===== config.mk =====
export PLATFORM = sky130hd
export DESIGN_NAME = evcap_bank
export DESIGN_NICKNAME = d
export VERILOG_FILES = /design/src/rtl/evcap_pkg.sv /design/src/rtl/evcap_ctrl.sv /design/src/rtl/evcap_slot.sv /design/src/rtl/evcap_bank.sv
export SDC_FILE = /design/constraint.sdc
export NUM_CORES = 1
export LEC_CHECK = 0
export BUFFER_PORTS_ARGS = -buffer_cell sky130_fd_sc_hd__buf_2
export CAP_MARGIN = 15
export CORE_MARGIN = 4
export CORE_UTILIZATION = 25
export CTS_BUF_LIST = sky130_fd_sc_hd__clkbuf_16
export DETAILED_ROUTE_END_ITERATION = 7
export PLACE_DENSITY = 0.39
export SYNTH_ARGS = -nofsm -noshare
export SYNTH_HDL_FRONTEND = slang
export SYNTH_SLANG_ARGS = --single-unit

===== constraint.sdc =====
create_clock -name clk -period 3 [get_ports clk]
set_input_delay 0.45 -clock clk [delete_from_list [all_inputs] [get_ports clk]]
set_output_delay 0.45 -clock clk [all_outputs]
set_load 0.05 [all_outputs]

===== src/rtl/evcap_pkg.sv =====
package evcap_pkg;
  // Register space selected by the top address bit
  typedef enum logic {
    SPC_CTRL = 1'b0,
    SPC_CAP  = 1'b1
  } reg_space_e;
endpackage


===== src/rtl/evcap_ctrl.sv =====
// Per-slot control word: two event-select fields, each half writable alone.
module evcap_ctrl #(
  parameter int N_EVT  = 8,
  parameter int HALF_W = 16,
  localparam int WORD_W = 2 * HALF_W,
  localparam int PAD_W  = HALF_W - N_EVT
) (
  input  logic              clk,
  input  logic              rst_n,
  input  logic              wr_lo,
  input  logic              wr_hi,
  input  logic [WORD_W-1:0] wdata,
  output logic [N_EVT-1:0]  sel_lo,
  output logic [N_EVT-1:0]  sel_hi,
  output logic [WORD_W-1:0] rdata
);

  always_ff @(posedge clk) begin
    if (!rst_n) begin
      sel_lo <= '0;
      sel_hi <= '0;
    end else begin
      if (wr_lo) sel_lo <= wdata[N_EVT-1:0];
      if (wr_hi) sel_hi <= wdata[HALF_W +: N_EVT];
    end
  end

  assign rdata = {{PAD_W{1'b0}}, sel_hi, {PAD_W{1'b0}}, sel_lo};

  AST_CTRL_LO_ONLY: assert property (@(posedge clk) disable iff (!rst_n)
    (wr_lo && !wr_hi) |=> $stable(sel_hi));
  AST_CTRL_HI_ONLY: assert property (@(posedge clk) disable iff (!rst_n)
    (wr_hi && !wr_lo) |=> $stable(sel_lo));

endmodule


===== src/rtl/evcap_slot.sv =====
// One capture register built from two halves that load independently.
module evcap_slot #(
  parameter int N_EVT  = 8,
  parameter int HALF_W = 16,
  localparam int WORD_W = 2 * HALF_W
) (
  input  logic              clk,
  input  logic              rst_n,
  input  logic              unify,
  input  logic [HALF_W-1:0] cnt_lo,
  input  logic [HALF_W-1:0] cnt_hi,
  input  logic [N_EVT-1:0]  evt,
  input  logic [N_EVT-1:0]  sel_lo,
  input  logic [N_EVT-1:0]  sel_hi,
  input  logic              wr_lo,
  input  logic              wr_hi,
  input  logic [WORD_W-1:0] wdata,
  output logic [WORD_W-1:0] cap
);

  logic              hit_lo, hit_hi;
  logic [HALF_W-1:0] cap_lo, cap_hi;

  // Any number of matching events collapse into one load
  assign hit_lo = |(evt & sel_lo);
  assign hit_hi = unify ? hit_lo : |(evt & sel_hi);

  // Capture takes priority over a software write to the same half
  always_ff @(posedge clk) begin
    if (!rst_n) begin
      cap_lo <= '0;
      cap_hi <= '0;
    end else begin
      if (hit_lo)     cap_lo <= cnt_lo;
      else if (wr_lo) cap_lo <= wdata[HALF_W-1:0];
      if (hit_hi)     cap_hi <= cnt_hi;
      else if (wr_hi) cap_hi <= wdata[WORD_W-1:HALF_W];
    end
  end

  assign cap = {cap_hi, cap_lo};

  AST_LO_CAPTURE: assert property (@(posedge clk) disable iff (!rst_n)
    (|(evt & sel_lo)) |=> cap[HALF_W-1:0] == $past(cnt_lo));
  AST_HI_SPLIT: assert property (@(posedge clk) disable iff (!rst_n)
    (!unify && |(evt & sel_hi)) |=> cap[WORD_W-1:HALF_W] == $past(cnt_hi));
  AST_UNI_WHOLE: assert property (@(posedge clk) disable iff (!rst_n)
    (unify && |(evt & sel_lo)) |=> cap == $past({cnt_hi, cnt_lo}));
  AST_UNI_HI_IGNORED: assert property (@(posedge clk) disable iff (!rst_n)
    (unify && !(|(evt & sel_lo)) && !wr_hi) |=> $stable(cap[WORD_W-1:HALF_W]));
  AST_IDLE_HOLD: assert property (@(posedge clk) disable iff (!rst_n)
    (!(|(evt & sel_lo)) && !(|(evt & sel_hi)) && !wr_lo && !wr_hi) |=> $stable(cap));
  AST_WRITE_LO: assert property (@(posedge clk) disable iff (!rst_n)
    (wr_lo && !(|(evt & sel_lo))) |=> cap[HALF_W-1:0] == $past(wdata[HALF_W-1:0]));

endmodule


===== src/rtl/evcap_bank.sv =====
// Bank of capture slots with a shared register port.
module evcap_bank
  import evcap_pkg::*;
#(
  parameter int N_SLOT = 8,
  parameter int N_EVT  = 8,
  parameter int HALF_W = 16,
  localparam int WORD_W  = 2 * HALF_W,
  localparam int SLOT_AW = $clog2(N_SLOT),
  localparam int ADDR_W  = SLOT_AW + 1
) (
  input  logic                     clk,
  input  logic                     rst_n,
  input  logic                     unify,
  input  logic [HALF_W-1:0]        cnt_lo,
  input  logic [HALF_W-1:0]        cnt_hi,
  input  logic [N_EVT-1:0]         evt,
  input  logic                     reg_wr,
  input  logic [ADDR_W-1:0]        reg_addr,
  input  logic [1:0]               reg_half,
  input  logic [WORD_W-1:0]        reg_wdata,
  output logic [WORD_W-1:0]        reg_rdata,
  output logic [N_SLOT*WORD_W-1:0] cap_out
);

  reg_space_e         space;
  logic [SLOT_AW-1:0] idx;
  logic [WORD_W-1:0]  ctrl_rd [N_SLOT];
  logic [WORD_W-1:0]  cap_rd  [N_SLOT];

  assign space = reg_space_e'(reg_addr[SLOT_AW]);
  assign idx   = reg_addr[SLOT_AW-1:0];

  for (genvar g = 0; g < N_SLOT; g++) begin : g_slot
    logic             hit_slot;
    logic             cw_lo, cw_hi, kw_lo, kw_hi;
    logic [N_EVT-1:0] s_lo, s_hi;

    assign hit_slot = reg_wr && (idx == SLOT_AW'(g));
    assign cw_lo = hit_slot && (space == SPC_CTRL) && reg_half[0];
    assign cw_hi = hit_slot && (space == SPC_CTRL) && reg_half[1];
    assign kw_lo = hit_slot && (space == SPC_CAP)  && reg_half[0];
    assign kw_hi = hit_slot && (space == SPC_CAP)  && reg_half[1];

    evcap_ctrl #(.N_EVT(N_EVT), .HALF_W(HALF_W)) u_ctrl (
      .clk    (clk),
      .rst_n  (rst_n),
      .wr_lo  (cw_lo),
      .wr_hi  (cw_hi),
      .wdata  (reg_wdata),
      .sel_lo (s_lo),
      .sel_hi (s_hi),
      .rdata  (ctrl_rd[g])
    );

    evcap_slot #(.N_EVT(N_EVT), .HALF_W(HALF_W)) u_slot (
      .clk    (clk),
      .rst_n  (rst_n),
      .unify  (unify),
      .cnt_lo (cnt_lo),
      .cnt_hi (cnt_hi),
      .evt    (evt),
      .sel_lo (s_lo),
      .sel_hi (s_hi),
      .wr_lo  (kw_lo),
      .wr_hi  (kw_hi),
      .wdata  (reg_wdata),
      .cap    (cap_rd[g])
    );

    assign cap_out[g*WORD_W +: WORD_W] = cap_rd[g];
  end

  always_comb begin
    reg_rdata = '0;
    if (int'(idx) < N_SLOT) begin
      reg_rdata = (space == SPC_CAP) ? cap_rd[idx] : ctrl_rd[idx];
    end
  end

  AST_RSVD_ZERO: assert property (@(posedge clk) disable iff (!rst_n)
    (space == SPC_CTRL) |->
      (reg_rdata[HALF_W-1:N_EVT] == '0 && reg_rdata[WORD_W-1:HALF_W+N_EVT] == '0));

endmodule


==> key figures, run 1 <==
Placement
  • Routability cong.: 0.874
  • DP Wirelength: 68900 um
  • Port bufs: 369
  • Cell Area, Placed: 24000 um2
  • Pre-CTS setup slack: 0.0895 ns

Route
  • Vias/cell: 5.44
  • DR pass1 iterations: 6
  • Total vias in the final route: 20400
  • DR WL/cell: 26.9 um
  • Final ANT Viol Nets: 0
  • Residual DRC count: 0
  • Total routed wirelength: 101000 um
  • Drt initial violations: 1906

Timing
  • Slew HR: 39.8%
  • Max-slew violation count: 0
  • Setup TNS: 0 ns
  • Setup Skew: 0.0255 ns
  • Setup WS post-layout: 0.0690 ns
  • RSZ-0062 raised after global routing: false
  • Final hold violation count: 0
  • Setup Viol. Count Final: 0
  • Final worst path period share: 97.7%
  • Max Fclk: 341 MHz
  • Crit path time final: 2.93 ns
  • Worst slew pin tran: 0.904 ns

Clock network
  • CTS Sinks: 384
  • CTS tree: built
  • Cts hold-fix bufs: 0
  • Post-CTS setup buffer count: 0
  • CTS H-tree depth: 2
  • CTS max path bufs: 3
  • Num CTS Buffers: 49
  • CTS clk-pin slew, worst paths: 0.06 ns
  • Worst-Skew Late Latency: 0.59 ns
  • Clock root cell: clkbuf_16
  • Post-CTS sizing: 0

Synth
  • Syn Area/Cell: 9.06 um2
  • Register area share after synthesis: 36.2%
  • Synth cell types: 40
  • Yosys top cell by area: dfxtp_1
  • Synth Instances: 2347
  • Synth top cells by count: dfxtp_1 (384), nand2_1 (252), o21ai_0 (224), mux2i_1 (176), clkbuf_1 (170)
  • #FFs+latches synth: 384
  • Dominant cells by area after synthesis: dfxtp_1 (36%), mux4_2 (11%), mux2i_1 (8.3%)
  • Most numerous cell in the Yosys netlist: dfxtp_1
  • Asr flop ratio synth: 0%
  • Synthesized net count: 2429
  • Mapped Area: 21300 um2
  • Warnings from Yosys: 0
  • Synth Flop Type: dfxtp_1
  • Area fraction of the dominant cell type after synthesis: 36.2%
  • Post-synth EDFFs: 0

Power and ir drop
  • Pwr Total: 12.8 mW
  • Peak supply drop: 0.406 mV
  • Power per unit of standard cell area: 501 nW/um2
  • Leakage: 10.5 nW

Floorplanning
  • # rows: 106
  • DIE AREA: 89800 um2
  • Initial Utilization: 25.3%
  • Die H: 300 um
  • I/O pin cnt: 370
  • Chip width: 300 um
  • Core Area: 84000 um2

Layout
  • Area occupied by multi-input gates: 12200 um2
  • Reg area: 7690 um2
  • Area grow syn2layout: 19.9%
  • Nets: 2643
  • Fill cells: 8740
  • Final core occ: 30.4%
  • Final instance area: 25500 um2
  • Layout cells sized above 1: 25.1%

Critical path
  • Critical-path cell with the highest stage delay: mux4_2
  • Top cell family by delay on the critical path: buffers and inverters
  • Crit end category: output port
  • Crit Path Max Fanout: 44
  • Cell mode on critical path: mux4_2
  • Worst EP arrival: 2.48 ns
  • WP buf/inv: 3
  • Worst setup path class: in2out
  • Required @ worst endpoint: 2.55 ns
  • Startpoint types: input pin
  • Max incr delay on CP: 0.56 ns
  • CP cell instances: buf_6 -> buf_4 -> mux4_2 -> mux4_2 -> buf_2

Run
  • Max-capacitance violation count: 0

GRT
  • GRT Residual Overflow: 0
  • Vias in the first global route: 20100
  • GRT Resource Usage Total: 21.5%
  • First-pass GRT wire length: 145000 um
  • Largest net degree at the start of global routing: 84
  • Initial antenna violation count: 15

Status
  • Outcome: complete, no violations

Hold path
  • Hold WC Path Type: in2reg
-- final cells by class --
| type | instances | share of cell area (%) |
|---|---|---|
| repair buffers | 457 | 10.7 |
| well taps | 1134 | 5.57 |
| inverters | 1 | 0.0344 |
| clock inverters | 39 | 0.844 |
| multi-input cells | 1668 | 47.7 |
| flip-flops and latches | 384 | 30.2 |
| clock buffers | 49 | 4.81 |
| diodes | 14 | 0.137 |
-- path summary, 6_finish.rpt --
| path | from | to | slack, ns | cells past startpoint |
|---|---|---|---|---|
| worst max-delay path | reg_addr[0] | reg_rdata[4] | 0.07 | 5 |
| worst min-delay path | reg_wdata[15] | g_slot[6].u_slot.cap_lo[15]$_SDFFE_PN0P_ | 0.21 | 3 |
| worst max register to register | g_slot[4].u_ctrl.sel_lo[2]$_SDFFE_PN0P_ | g_slot[4].u_slot.cap_hi[13]$_SDFFE_PN0P_ | 0.94 | 4 |
| worst min register to register | g_slot[4].u_ctrl.sel_hi[3]$_SDFFE_PN0P_ | g_slot[4].u_ctrl.sel_hi[3]$_SDFFE_PN0P_ | 0.47 | 2 |
-- power by group --
group | switching, mW | total, mW | leakage [nW] | internal, mW
Combinational | 1.37 | 1.86 | 6.60 | 0.497
Sequential | 0.151 | 5.38 | 3.10 | 5.23
Clock | 2.43 | 5.53 | 0.764 | 3.11
-- cell usage in the layout, fill, tap and decap left out, drive strengths merged --
cell type  Yosys  layout
mux4         112     112
a311oi        96      96
a22oi         64      64
and4bb         2       2
nor4bb         2       2
a21boi       128     128
mux2i        177     177
and4b          2       2
nand2        253     253
nand2b         2       2
bufinv         0       2
diode          0      14
nand4          1       1
nor2b         19      19
inv            1      18
and4          17      17
clkbuf       177      49
dfxtp        384     384
a211oi        32      32
nand4b         3       3
and2           2       2
nand3        128     128
o21ai        224     224
a21oi        128     128
clkinv         0      20
nor2         140     140
and3         128     128
mux2           7       7
nor4b          1       1
buf          116     457
-- worst min-delay path: cells and delay by family --
kind	cells	cell delay (ns)
buffers and inverters	1	0.15
and+or+nand+nor	1	0.07
AOI/OAI and AO/OA	1	0.07
-- through the flow --
stage          instances  hold slack, ns
3_3_place_gp        3644           0.452
5_1_grt             3741           0.216
2_1_floorplan       2347           0.445
3_5_place_dp        3644           0.462
4_1_cts             3732           0.179
6_report            3746           0.215
-- sequential cells by signal (all words and copies together) (netlist names) --
register / flops
g_slot.u_ctrl.sel_hi: 64
g_slot.u_slot.cap_lo: 128
g_slot.u_slot.cap_hi: 128
g_slot.u_ctrl.sel_lo: 64
-- metal layers --
metal	global-route usage (%)	part of all wire (%)	wire length, um
met1	27.4	41	41600
met2	35.0	47	47400
met3	4.95	7.5	7520
met4	8.94	4.2	4280
met5	0	0.029	29
-- cells by family after synthesis --
| group | after synthesis | synth area share, % |
|---|---|---|
| DFF | 384 | 36.2 |
| and+or+nand+nor | 700 | 16.1 |
| AOI/OAI and AO/OA | 672 | 20.1 |
| muxes | 296 | 20.7 |
| buffers and inverters | 295 | 6.89 |
No activity file was read; power rests on OpenSTA's default activity.
==> run 2, diff against run 1 <==
- CTS_BUF_LIST: sky130_fd_sc_hd__clkbuf_16 -> sky130_fd_sc_hd__clkbuf_4 sky130_fd_sc_hd__clkbuf_8 sky130_fd_sc_hd__clkbuf_16
==> run 2 against run 1 <==
Sequential cell count unchanged. First-iteration DRC count rose by 1.3%. Critical path type unchanged. Final cell count barely moved. Clock skew decreased by 0.0078 ns. Global-route usage about the same. Design area is 0.79% higher. Routed wire length barely moved. Sequential share of layout area is 0.24 points lower. Worst setup slack gained 0.0014 ns. Largest cell class unchanged. Die area unchanged.
==> key figures, run 2 (synthesis results as in run 1) <==
GRT
  • Largest net degree at the start of global routing: 84
  • First-pass GRT wire length: 145000 um
  • Vias in the first global route: 20100
  • GRT Residual Overflow: 0
  • GRT Resource Usage Total: 21.4%
  • Initial antenna violation count: 15

Layout
  • Final instance area: 25700 um2
  • Nets: 2643
  • Commonest non-fill, non-tap cell in the layout: dfxtp_1
  • Largest registers: g_slot.u_slot.cap_hi: 128 flops, g_slot.u_slot.cap_lo: 128 flops
  • Area grow syn2layout: 20.8%
  • Commonest cells after routing, fill and taps aside: dfxtp_1 (384), buf_2 (365), nand2_1 (252)
  • Layout cells sized above 1: 26.3%
  • Fill cells: 8721

Critical path
  • Cell mode on critical path: mux4_2
  • Max incr delay on CP: 0.55 ns
  • Required @ worst endpoint: 2.55 ns
  • Critical-path cell with the highest stage delay: mux4_2
  • Crit end category: output port
  • Worst setup path class: in2out
  • Crit Path Max Fanout: 44
  • WP buf/inv: 3
  • Worst EP arrival: 2.48 ns
  • Startpoint types: input pin
  • Top cell family by delay on the critical path: buffers and inverters
  • CP cell instances: buf_6 -> buf_4 -> mux4_2 -> mux4_2 -> buf_2

Clock network
  • CTS Sinks: 384
  • Post-CTS sizing: 0
  • CTS max path bufs: 3
  • CTS H-tree depth: 2
  • Clock root cell: clkbuf_16
  • Num CTS Buffers: 49
  • CTS clk-pin slew, worst paths: 0.06 ns
  • CTS tree: built
  • Post-CTS setup buffer count: 0
  • Cts hold-fix bufs: 0
  • Worst-Skew Late Latency: 0.59 ns

Route
  • DR pass1 iterations: 6
  • Total routed wirelength: 101000 um
  • Vias/cell: 5.43
  • Drt initial violations: 1931
  • DR WL/cell: 26.9 um
  • Total vias in the final route: 20300
  • Final ANT Viol Nets: 0
  • Residual DRC count: 0

Timing
  • Worst slew pin tran: 0.920 ns
  • Crit path time final: 2.93 ns
  • RSZ-0062 raised after global routing: false
  • Slew HR: 38.7%
  • Max-slew violation count: 0
  • Setup TNS: 0 ns
  • Setup Skew: 0.0178 ns
  • Final hold violation count: 0
  • Max Fclk: 341 MHz
  • Setup Viol. Count Final: 0
  • Final worst path period share: 97.7%

Run
  • Max-capacitance violation count: 0

Floorplanning
  • # rows: 106
  • DIE AREA: 89800 um2
  • Initial Utilization: 25.3%
  • I/O pin cnt: 370
  • Die H: 300 um
  • Chip width: 300 um
  • Core Area: 84000 um2

Power and ir drop
  • Pwr Total: 13.4 mW
  • Peak supply drop: 0.403 mV
  • Power per unit of standard cell area: 520 nW/um2
  • Leakage: 10.5 nW

Placement
  • Port bufs: 369
  • Cell Area, Placed: 24000 um2
  • DP Wirelength: 68900 um
  • Routability cong.: 0.874

Status
  • Outcome: complete, no violations

Hold path
  • Hold WC Path Type: in2reg
## run 2: cell count changes in the layout (fill, tap and decap cells not counted), sizes merged
cell,delta
clkbuf,+30
clkinv,-15
diode,-2
inv,-15
## run 2: worst paths after layout
path	start	to	slack, ns	cells after the start
worst max register to register	g_slot[5].u_ctrl.sel_lo[6]$_SDFFE_PN0P_	g_slot[5].u_slot.cap_hi[1]$_SDFFE_PN0P_	0.94	4
worst min register to register	g_slot[4].u_ctrl.sel_hi[3]$_SDFFE_PN0P_	g_slot[4].u_ctrl.sel_hi[3]$_SDFFE_PN0P_	0.47	2
worst max-delay path	reg_addr[0]	reg_rdata[4]	0.07	5
worst min-delay path	reg_wdata[15]	g_slot[6].u_slot.cap_lo[15]$_SDFFE_PN0P_	0.22	3
## run 2: power by group
part / switching [mW] / internal, mW / total [mW]
Combinational: 1.37 / 0.497 / 1.86
Sequential: 0.151 / 5.23 / 5.39
Clock: 2.43 / 3.68 / 6.10
Total: 3.94 / 9.41 / 13.4
## run 2: cell type report
cell class / instances / area (um2) / area share, %
Multi-Input combinational cell: 1668 / 12200 / 47.3
Sequential cell: 384 / 7690 / 29.9
Timing Repair Buffer: 457 / 2740 / 10.7
Clock buffer: 79 / 1550 / 6.01
Tap cell: 1134 / 1420 / 5.52
Clock inverter: 9 / 103 / 0.399
Antenna cell: 12 / 30.0 / 0.117
Inverter: 1 / 8.76 / 0.0341
## run 2: metrics by stage
step	utilization, %	worst slack [ns]	std cells	hold slack (ns)
floorplan	-	0.471	2347	0.445
global placement	28.6	0.148	3644	0.452
detailed placement	28.6	0.0895	3644	0.462
CTS	30.6	0.0837	3732	0.179
global route	30.6	0.0266	3741	0.217
finish	30.6	0.0704	3744	0.218
## run 2: worst reg2reg max path, stage by stage (launching register included)
cell and delay [ns]:
dfxtp_1 0.32, a22oi_1 0.23, and4_1 0.33, mux2_2 0.81, mux2i_1 0.28
## run 2: per-layer routing
layer  track usage (%)  up-vias  part of all wire, %
met5                 0        -                0.034
met4              8.93        4                  4.3
met1              27.4    10200                   41
li1                  -     9114                    -
met3              4.98      192                  7.6
met2              34.9      873                   47
